$ cat config.mk
export PLATFORM = sky130hd
export DESIGN_NAME = exc_precise_pipe
export DESIGN_NICKNAME = d
export VERILOG_FILES = /design/src/rtl/exc_pkg.sv /design/src/rtl/exc_cause_enc.sv /design/src/rtl/exc_stage_reg.sv /design/src/rtl/exc_fetch_pc.sv /design/src/rtl/exc_precise_pipe.sv
export SDC_FILE = /design/constraint.sdc
export NUM_CORES = 1
export LEC_CHECK = 0
export BUFFER_PORTS_ARGS = -buffer_cell sky130_fd_sc_hd__clkbuf_2
export CAP_MARGIN = 20
export CELL_PAD_IN_SITES_DETAIL_PLACEMENT = 0
export CELL_PAD_IN_SITES_GLOBAL_PLACEMENT = 1
export CORE_MARGIN = 2
export CORE_UTILIZATION = 43
export CTS_CLUSTER_DIAMETER = 80
export CTS_CLUSTER_SIZE = 8
export DETAILED_ROUTE_END_ITERATION = 7
export PLACE_DENSITY = 0.84
export SLEW_MARGIN = 20
export SYNTH_ARGS = -nofsm -noshare
export SYNTH_HDL_FRONTEND = slang
export SYNTH_SLANG_ARGS = --single-unit
$ cat constraint.sdc
create_clock -name clk -period 2.4 [get_ports clk]
set_clock_uncertainty 0.2 [all_clocks]
set_input_delay 0.36 -clock clk [delete_from_list [all_inputs] [get_ports clk]]
set_output_delay 0.36 -clock clk [all_outputs]
set_load 0.01 [all_outputs]
$ cat src/rtl/exc_pkg.sv
package exc_pkg;
  localparam int VEC_W  = 8;
  localparam int CODE_W = 4;
  localparam int STAGES = 4;   // latches: decode, execute, memory, write-back
  localparam int B_IF   = 0;   // bits 0..2
  localparam int B_ID   = 3;
  localparam int B_EX   = 4;
  localparam int B_MEM  = 5;   // bits 5..7

  typedef struct packed {
    logic             valid;
    logic             rd_we;
    logic             st;
    logic [VEC_W-1:0] vec;
  } exc_tag_t;

  // lowest set bit wins: earliest stage first
  function automatic logic [CODE_W-1:0] first_cause(input logic [VEC_W-1:0] v);
    logic [CODE_W-1:0] c;
    c = '0;
    for (int i = VEC_W - 1; i >= 0; i--) begin
      if (v[i]) c = CODE_W'(i + 1);
    end
    return c;
  endfunction
endpackage

$ cat src/rtl/exc_cause_enc.sv
module exc_cause_enc
  import exc_pkg::*;
(
  input  logic [VEC_W-1:0]  vec,
  output logic [CODE_W-1:0] code
);
  always_comb code = first_cause(vec);

  always_comb begin
    assert_code_zero_R7: assert ((code == '0) == (vec == '0));
  end
endmodule

$ cat src/rtl/exc_stage_reg.sv
module exc_stage_reg
  import exc_pkg::*;
#(
  parameter int PC_W = 32
) (
  input  logic            clk,
  input  logic            rst,
  input  logic            flush,
  input  exc_tag_t        d_tag,
  input  logic [PC_W-1:0] d_pc,
  output exc_tag_t        q_tag,
  output logic [PC_W-1:0] q_pc
);
  always_ff @(posedge clk) begin
    if (rst || flush) begin
      q_tag <= '0;
      q_pc  <= '0;
    end else begin
      q_tag <= d_tag;
      q_pc  <= d_pc;
    end
  end

  assert_flush_clears_R9: assert property (@(posedge clk) disable iff (rst)
    flush |=> !q_tag.valid);
endmodule

$ cat src/rtl/exc_fetch_pc.sv
module exc_fetch_pc #(
  parameter int              PC_W       = 32,
  parameter logic [PC_W-1:0] RESET_PC   = 'h100,
  parameter logic [PC_W-1:0] HANDLER_PC = 'h80,
  parameter int              PC_STEP    = 4
) (
  input  logic            clk,
  input  logic            rst,
  input  logic            take,
  input  logic            resume,
  input  logic [PC_W-1:0] resume_pc,
  output logic [PC_W-1:0] pc
);
  localparam logic [PC_W-1:0] STEP = PC_W'(PC_STEP);

  always_ff @(posedge clk) begin
    if (rst)         pc <= RESET_PC;
    else if (take)   pc <= HANDLER_PC;
    else if (resume) pc <= resume_pc;
    else             pc <= pc + STEP;
  end

  assert_seq_fetch_R2: assert property (@(posedge clk) disable iff (rst)
    !(take || resume) |=> pc == $past(pc) + STEP);
endmodule

$ cat src/rtl/exc_precise_pipe.sv
module exc_precise_pipe
  import exc_pkg::*;
#(
  parameter int              PC_W       = 32,
  parameter logic [PC_W-1:0] RESET_PC   = 'h100,
  parameter logic [PC_W-1:0] HANDLER_PC = 'h80,
  parameter int              PC_STEP    = 4
) (
  input  logic              clk,
  input  logic              rst,
  input  logic [2:0]        if_fault,
  input  logic              id_illegal,
  input  logic              id_rd_we,
  input  logic              id_store,
  input  logic              ex_arith,
  input  logic [2:0]        mem_fault,
  input  logic              eret,
  output logic [PC_W-1:0]   fetch_pc,
  output logic              wb_valid,
  output logic [PC_W-1:0]   wb_pc,
  output logic              reg_we,
  output logic              mem_we,
  output logic              exc_taken,
  output logic [PC_W-1:0]   exc_pc,
  output logic [CODE_W-1:0] exc_cause,
  output logic              exc_pending
);
  localparam int S_ID = 0, S_EX = 1, S_MEM = 2, S_WB = 3;

  exc_tag_t        tag_d [STAGES];
  exc_tag_t        tag_q [STAGES];
  logic [PC_W-1:0] pc_d  [STAGES];
  logic [PC_W-1:0] pc_q  [STAGES];
  logic            take;
  logic            flush;
  logic [CODE_W-1:0] code;

  // post each stage's causes into the tag it hands on
  always_comb begin
    tag_d[S_ID]                  = '0;
    tag_d[S_ID].valid            = 1'b1;
    tag_d[S_ID].vec[B_IF +: 3]   = if_fault;
    pc_d[S_ID]                   = fetch_pc;

    tag_d[S_EX]                  = tag_q[S_ID];
    tag_d[S_EX].rd_we            = tag_q[S_ID].valid & id_rd_we;
    tag_d[S_EX].st               = tag_q[S_ID].valid & id_store;
    tag_d[S_EX].vec[B_ID]        = tag_q[S_ID].vec[B_ID] | (tag_q[S_ID].valid & id_illegal);
    pc_d[S_EX]                   = pc_q[S_ID];

    tag_d[S_MEM]                 = tag_q[S_EX];
    tag_d[S_MEM].vec[B_EX]       = tag_q[S_EX].vec[B_EX] | (tag_q[S_EX].valid & ex_arith);
    pc_d[S_MEM]                  = pc_q[S_EX];

    tag_d[S_WB]                  = tag_q[S_MEM];
    tag_d[S_WB].vec[B_MEM +: 3]  = tag_q[S_MEM].vec[B_MEM +: 3]
                                 | ({3{tag_q[S_MEM].valid}} & mem_fault);
    pc_d[S_WB]                   = pc_q[S_MEM];
  end

  // resolved on the way into write-back: program order by construction
  assign take  = tag_q[S_MEM].valid && (tag_d[S_WB].vec != '0);
  assign flush = take || eret;

  for (genvar k = 0; k < STAGES; k++) begin : g_stage
    exc_stage_reg #(.PC_W(PC_W)) u_stage (
      .clk  (clk),
      .rst  (rst),
      .flush(flush),
      .d_tag(tag_d[k]),
      .d_pc (pc_d[k]),
      .q_tag(tag_q[k]),
      .q_pc (pc_q[k])
    );
  end

  exc_fetch_pc #(
    .PC_W(PC_W), .RESET_PC(RESET_PC), .HANDLER_PC(HANDLER_PC), .PC_STEP(PC_STEP)
  ) u_fetch (
    .clk      (clk),
    .rst      (rst),
    .take     (take),
    .resume   (eret),
    .resume_pc(exc_pc),
    .pc       (fetch_pc)
  );

  exc_cause_enc u_enc (.vec(tag_d[S_WB].vec), .code(code));

  always_ff @(posedge clk) begin
    if (rst) begin
      exc_taken   <= 1'b0;
      exc_pc      <= '0;
      exc_cause   <= '0;
      exc_pending <= 1'b0;
    end else begin
      exc_taken <= take;
      if (take) begin
        exc_pc      <= pc_q[S_MEM];
        exc_cause   <= code;
        exc_pending <= 1'b1;
      end else if (eret) begin
        exc_pending <= 1'b0;
      end
    end
  end

  assign mem_we   = tag_q[S_MEM].valid && tag_q[S_MEM].st && (tag_d[S_WB].vec == '0);
  assign reg_we   = tag_q[S_WB].valid && tag_q[S_WB].rd_we && (tag_q[S_WB].vec == '0);
  assign wb_valid = tag_q[S_WB].valid;
  assign wb_pc    = pc_q[S_WB];

  assert_pulse_once_R9: assert property (@(posedge clk) disable iff (rst)
    exc_taken |=> !exc_taken);
  assert_handler_fetch_R9: assert property (@(posedge clk) disable iff (rst)
    exc_taken |-> (fetch_pc == HANDLER_PC) && !wb_valid);
  assert_no_store_on_fault_R4: assert property (@(posedge clk) disable iff (rst)
    $rose(exc_taken) |-> !$past(mem_we));
  assert_reg_we_valid_R5: assert property (@(posedge clk) disable iff (rst)
    reg_we |-> wb_valid);
  assert_wb_clean_R6: assert property (@(posedge clk) disable iff (rst)
    tag_q[S_WB].valid |-> (tag_q[S_WB].vec == '0) && !tag_q[S_WB].st || tag_q[S_WB].st);
  assert_pending_set_R11: assert property (@(posedge clk) disable iff (rst)
    exc_taken |-> exc_pending);
endmodule

### Yosys cells after proc, flatten, opt, wreduce, memory -nomap -nowiden

Cells that the tools add are included.

| word-level totals | value |
|---|---|
| bits in registers | 239 |
| RAM bits | 0 |
| latch bits | 0 |
| output and inout bits | 105 |
| memories | 0 |
| memory bits (read-only) | 0 |
| word-level logic and storage cells | 58 |

| operators by class | value |
|---|---|
| divide/modulo/power cells | 0 |
| shift-type cells | 0 |
| bitwise gates (word level) | 8 |
| reduce and logical (&&, ||, !) cells | 12 |
| $add $sub $neg | 1 |
| multipliers | 0 |
| magnitude comparators | 0 |
| eq/ne operators | 0 |
| muxes and demuxes | 13 |

Operators with widths:

| cell | number |
|---|---|
| adder 32 x 3 -> 32 bit, second input constant | 1 |
| two-way mux 32 bit | 1 |
| two-way mux 4 bit | 8 |
| logical NOT 8 bit | 2 |
| two-way mux 11 bit | 1 |
| two-way mux 9 bit | 1 |
| nonzero test 8 bit | 1 |
| logical AND 1 bit | 5 |
| AND 1 bit | 4 |
| AND 3 bit | 1 |
| OR 3 bit | 1 |
| logical OR 1 bit | 2 |
| two-way mux 1 bit | 2 |
| OR 1 bit | 2 |
| nonzero test 2 bit | 1 |
| OR reduction 2 bit | 1 |

### Depth between registers and ports, before layout

| depth | value |
|---|---|
| word-level depth | 10 |
| depth in mapped cells | 7 |
| depth with buffers taken out | 6 |

### By module

Synthesis repeated with hierarchy kept, for this count alone.

| second synthesis, totals | value |
|---|---|
| cell total of the unflattened synthesis | 733 |
| area, all modules | 9,272.6 um^2 |

By module, submodules not included:

| module | seq. area each (um^2) | cells an instance | area each (um^2) | times used |
|---|---|---|---|---|
| exc_stage_reg | 860.8 | 96 | 1,492.7 | 4 |
| exc_fetch_pc | 640.6 | 189 | 1,629.1 | 1 |
| exc_precise_pipe | 760.7 | 148 | 1,601.5 | 1 |
| exc_cause_enc | 0.0 | 12 | 71.3 | 1 |

### Worst setup path after synthesis

OpenSTA, ideal clock, no wires.

| path | value |
|---|---|
| path type | reg2reg |
| from | register u_fetch.pc[2] |
| to | register u_fetch.pc[28] |
| data arrival time | 1.943 ns |
| buffers on the path | 0 |
| setup slack | 0.183 ns |
| required time | 2.126 ns |
| cell stages (with the launch flop) | 6 |
| path through | dfxtp_1 -> ha_1 -> nand3_2 -> or4_4 -> or4_1 -> a31oi_1 |

| between the ends | value |
|---|---|
| longest elaborated chain between the ends | 2 |

Ends and longest elaborated chain:

| what | RTL line | RTL |
|---|---|---|
| from (decl) | exc_fetch_pc.sv:12 | `output logic [PC_W-1:0] pc` |
| from (signal assigned) | exc_fetch_pc.sv:19 | `else if (resume) pc <= resume_pc;` |
| from (signal assigned) | exc_fetch_pc.sv:20 | `else pc <= pc + STEP;` |
| adder 32 x 3 -> 32 bit | exc_fetch_pc.sv:20 |  |
| two-way mux 32 bit | exc_fetch_pc.sv:19 |  |

Every way passes these cells.
A chain may end at the register's enable or synchronous reset.

### Worst setup path after layout

| path | value |
|---|---|
| from | register g_stage[3].u_stage.q_tag[3] in the netlist's numbering |
| to | output reg_we |

| between the ends | value |
|---|---|
| longest elaborated chain between the ends | 2 |

Ends and longest elaborated chain:

| what | RTL line | RTL |
|---|---|---|
| from (decl) | exc_stage_reg.sv:11 | `output exc_tag_t q_tag,` |
| from (signal assigned) | exc_stage_reg.sv:19 | `q_tag <= d_tag;` |
| logical NOT 8 bit | exc_precise_pipe.sv:109 | `assign reg_we = tag_q[S_WB].valid && tag_q[S_WB].rd_we && (tag_q[S_WB].vec == '0);` |
| logical AND 1 bit | exc_precise_pipe.sv:109 |  |
| to (decl) | exc_precise_pipe.sv:21 | `output logic reg_we,` |

Every way passes these cells.

==> results.md <==
* Reg2reg start: u_fetch.pc[10]
* CP max FO at 1
* P_leak at around 4.3 nW
* Final-report hold violation count at 0
* TritonCTS clock tree: built
* R2R Setup Slk at approximately 0.18 ns
* Vias in the first global route at around 5000
* Peak supply drop at between 0.5 and 0.6 mV
* Slowest cell on the critical path: or4_1
* Power Dens Cells at a little over 900 mW/mm2
* Final-report max-slew violation count at 0
* Netlist cell types at between 40 and 50
* End point of the critical path: reg_we
* R2r endpoint: u_fetch.pc[31]
* Register clock-pin slew on the reported worst setup and hold paths at roughly 0.05 ns
* Buf/Inv on CP at 1
* EDFF count, synth at 0
* Area grow syn2layout at 26.69%
* Setup crit start: g_stage[3].u_stage.q_tag[3]
* GRT Total Usage at 0.1753
* Worst path max stage delay at between 0.5 and 0.6 ns
* Die width at ~130 um
* Setup violations, final at 0
* Async set-reset flop share out of synthesis at 0
* Clock sink count at 227
* CP cell instances: or4_1 -> nor4_1 -> clkbuf_2
* Gpl congestion at approximately 0.8
* # Post-CTS Setup Buffers at 0
* Final worst path period share at 0.9376
* Clk root buf: clkbuf_16
* Tmin final at approximately 2.3 ns
* Yosys reg bits at 227
* Max_cap viols at 0
* Worst-margin pin slew at a little under 1 ns
* Pin count of the biggest net entering global routing at approximately 110
* DR vias/cell at ~5
* HPWL Detailed at ~10 mm
* Initial Util at 0.4353
* Reg2Reg Depth at 5
* Mapped Cells at roughly 650
* Sequential fraction of the synthesis area at 0.6341
* Slew headroom at 0.3421
* RSZ-0062 raised after global routing: false
* Gate power share at 0.030
* Total number of vias at 5136
* Pre-CTS setup slack at around 0.12 ns
* Sw power at around 0.0017 W
* Worst Setup Path Type: reg2out
* TNS Setup at 0 ns
* Int Power at roughly 0.0066 W
* Syn avg cell area at between 10 and 15 um2
* Worst setup EP type: primary output
* Total Wirelength at approximately 16 mm
* Clock latency on the worst-skew pair at approximately 0.48 ns
* Type of the most critical hold path: in2reg
* Clk buf depth at 3
* Rows at 47
* DR iter-0 viols at roughly 340
* Status: completed
* Core Footprint at approximately 0.016 mm2
* Avg WL per Cell at 15.86 um
* Post-route DRC at 0
* Ratio of cells with drive above 1 in the final layout at 0.2433
* Syn Std Cell Area at ~0.007 mm2
* Max frequency at ~440 MHz
* GRT Residual Overflow at 0
* Initial antenna violation count at 0
* Largest delay share family, worst path: simple AND/OR/NAND/NOR gates
* First-pass GRT wire length at about 25 mm
* Flop pwr share at 0.468
* Die Ht at approximately 130 um
* Io pins at roughly 120
* Register area at around 0.0045 mm2
* CP Launch Type: flop
* Critical path required time at 1.84 ns
* YS warnings at 0
* Clock power frac at 0.502
* Layout net count at between 800 and 900
* Final worst slack at approximately 0.15 ns
* Net Sw Frac at 0.2008
* Pre-antenna DRT Iters at 4
* H-tree levels at 2
* Arr. time, crit path at 1.69 ns
* Crit path depth at 3
* Die ar. at 0.01772 mm2
* Top_reg_cell synth: dfxtp_1
* # port buffers at 117
* # diodes at 0
* Area of the multi-input gates at approximately 0.0024 mm2
* ANT nets after route at 0
* FILL cells at 1437
* TritonCTS buffer count at 34
[layer usage]
layer / routed length (um) / GRT usage / part of all wire / up-vias
met2: 7129 / 0.2709 / 0.45 / 134
li1: - / - / - / 2557
met4: 335 / 0.07388 / 0.021 / 0
met5: 0 / 0 / 0 / -
met3: 943 / 0.04833 / 0.059 / 21
met1: 7597 / 0.2329 / 0.47 / 2424
[power by group through the flow]
stage / sequential [W] / clock (W) / combinational (W)
after floorplan: 0.00393 / 0 / 0.000132
after detailed placement: 0.00393 / 0 / 0.000229
after global placement: 0.00393 / 0 / 0.000226
after CTS: 0.00386 / 0.00423 / 0.000242
after global routing: 0.00386 / 0.00441 / 0.000277
final: 0.00386 / 0.00414 / 0.000250
[worst register-to-register path, stage by stage, from the launching register on]
cell and delay (ns):
dfxtp_1 0.44, nand4_1 0.28, or4_1 0.72, nor3_4 0.22, xnor2_1 0.17, a21oi_2 0.08
[through the flow]
stage                     instance area [um2]    util  total power [W]  instances  hold slack [ns]
after floorplan                          7174       -         0.004063        656           0.2057
after global placement                   8019  0.4870         0.004153        961           0.2115
after detailed placement                 8019  0.4870         0.004158        961           0.2120
after CTS                                9042  0.5492         0.008328       1008           0.1388
after global routing                     9080  0.5514         0.008542       1009           0.2241
final                                    9080  0.5514         0.008244       1009           0.1983
[registers in the layout, indices dropped and copies added, names as in the netlist, named ones only]
register               count
g_stage.u_stage.q_pc     128
exc_pc                    32
u_fetch.pc                30
g_stage.u_stage.q_tag     29
exc_cause                  4
exc_pending                1
exc_taken                  1
[synth_stat cells, types with 4 or more instances]
cell type / count / area [um2]
dfxtp_1: 227 / 4544
and3_1: 142 / 888.4
clkbuf_1: 39 / 146.4
a22o_1: 32 / 280.3
a21oi_1: 27 / 135.1
o21ai_0: 25 / 125.1
nor2_1: 22 / 82.58
xnor2_1: 20 / 175.2
nand3_1: 12 / 60.06
nor3_1: 12 / 60.06
inv_1: 11 / 41.29
nand2_1: 10 / 37.54
and2_1: 8 / 50.05
buf_2: 7 / 35.03
nor4_1: 6 / 37.54
xor2_1: 6 / 52.55
a31oi_1: 5 / 31.28
mux2i_1: 5 / 50.05
nand4_1: 4 / 25.02
nor4_2: 4 / 50.05
[area by class of cell]
type | count | area share
Clock inverter | 1 | 0.0008268
Clock buffer | 37 | 0.1020
Inverter | 11 | 0.004823
Sequential cell | 227 | 0.5005
Multi-Input combinational cell | 369 | 0.2662
Tap cell | 220 | 0.03032
Timing Repair Buffer | 144 | 0.09536
[logic make-up after synthesis]
group                    Yosys count  share of synthesized area
AO/OA/AOI/OAI                     97                    0.08834
XOR/XNOR                          26                    0.03177
adder cells (fa/ha/maj)            1                   0.001746
buffers and inverters             60                    0.03317
flip-flops                       227                     0.6341
multiplexers                       5                   0.006984
other                              1                  0.0005232
AND/OR/NAND/NOR                  237                     0.2034
[worst min path at each step]
stage | slack, ns | start | end | depth (start not counted)
global placement | 0.21 | g_stage[1].u_stage.q_tag[8] | g_stage[2].u_stage.q_tag[8] | 1
floorplan | 0.21 | g_stage[0].u_stage.q_pc[31] | g_stage[1].u_stage.q_pc[31] | 1
finish | 0.20 | eret | u_fetch.pc[10] | 3
global route | 0.22 | mem_fault[1] | exc_cause[3] | 4
CTS | 0.14 | mem_fault[1] | exc_cause[3] | 4
detailed placement | 0.21 | g_stage[1].u_stage.q_tag[9] | g_stage[2].u_stage.q_tag[9] | 1
[cell usage in the layout (no fill, tap or decap), types with 3 or more instances in the layout]
master and count:
dfxtp_1 227, and3_1 142, clkbuf_2 117, clkbuf_16 38, a22o_1 32, a21oi_1 27
o21ai_0 25, nor2_1 21, xnor2_1 20, buf_4 14, nand3_1 12, nor3_1 12
nand2_1 10, inv_1 10, dlygate4sd3_1 9, and2_1 8, nor4_2 6, xor2_1 6
a31oi_1 5, mux2i_1 5, nor4_1 4, nand4_1 4, or4_1 3, conb_1 3
buf_12 3
[repair_timing]
| action | CTS | global route |
|---|---|---|
| gates resized for setup | 0 | 2 |
| endpoints found under the hold margin | 9 | 0 |
| endpoints found under the setup margin | 0 | 32 |
| hold buffers | 9 | 0 |
Power figures use the tool's default switching activity.
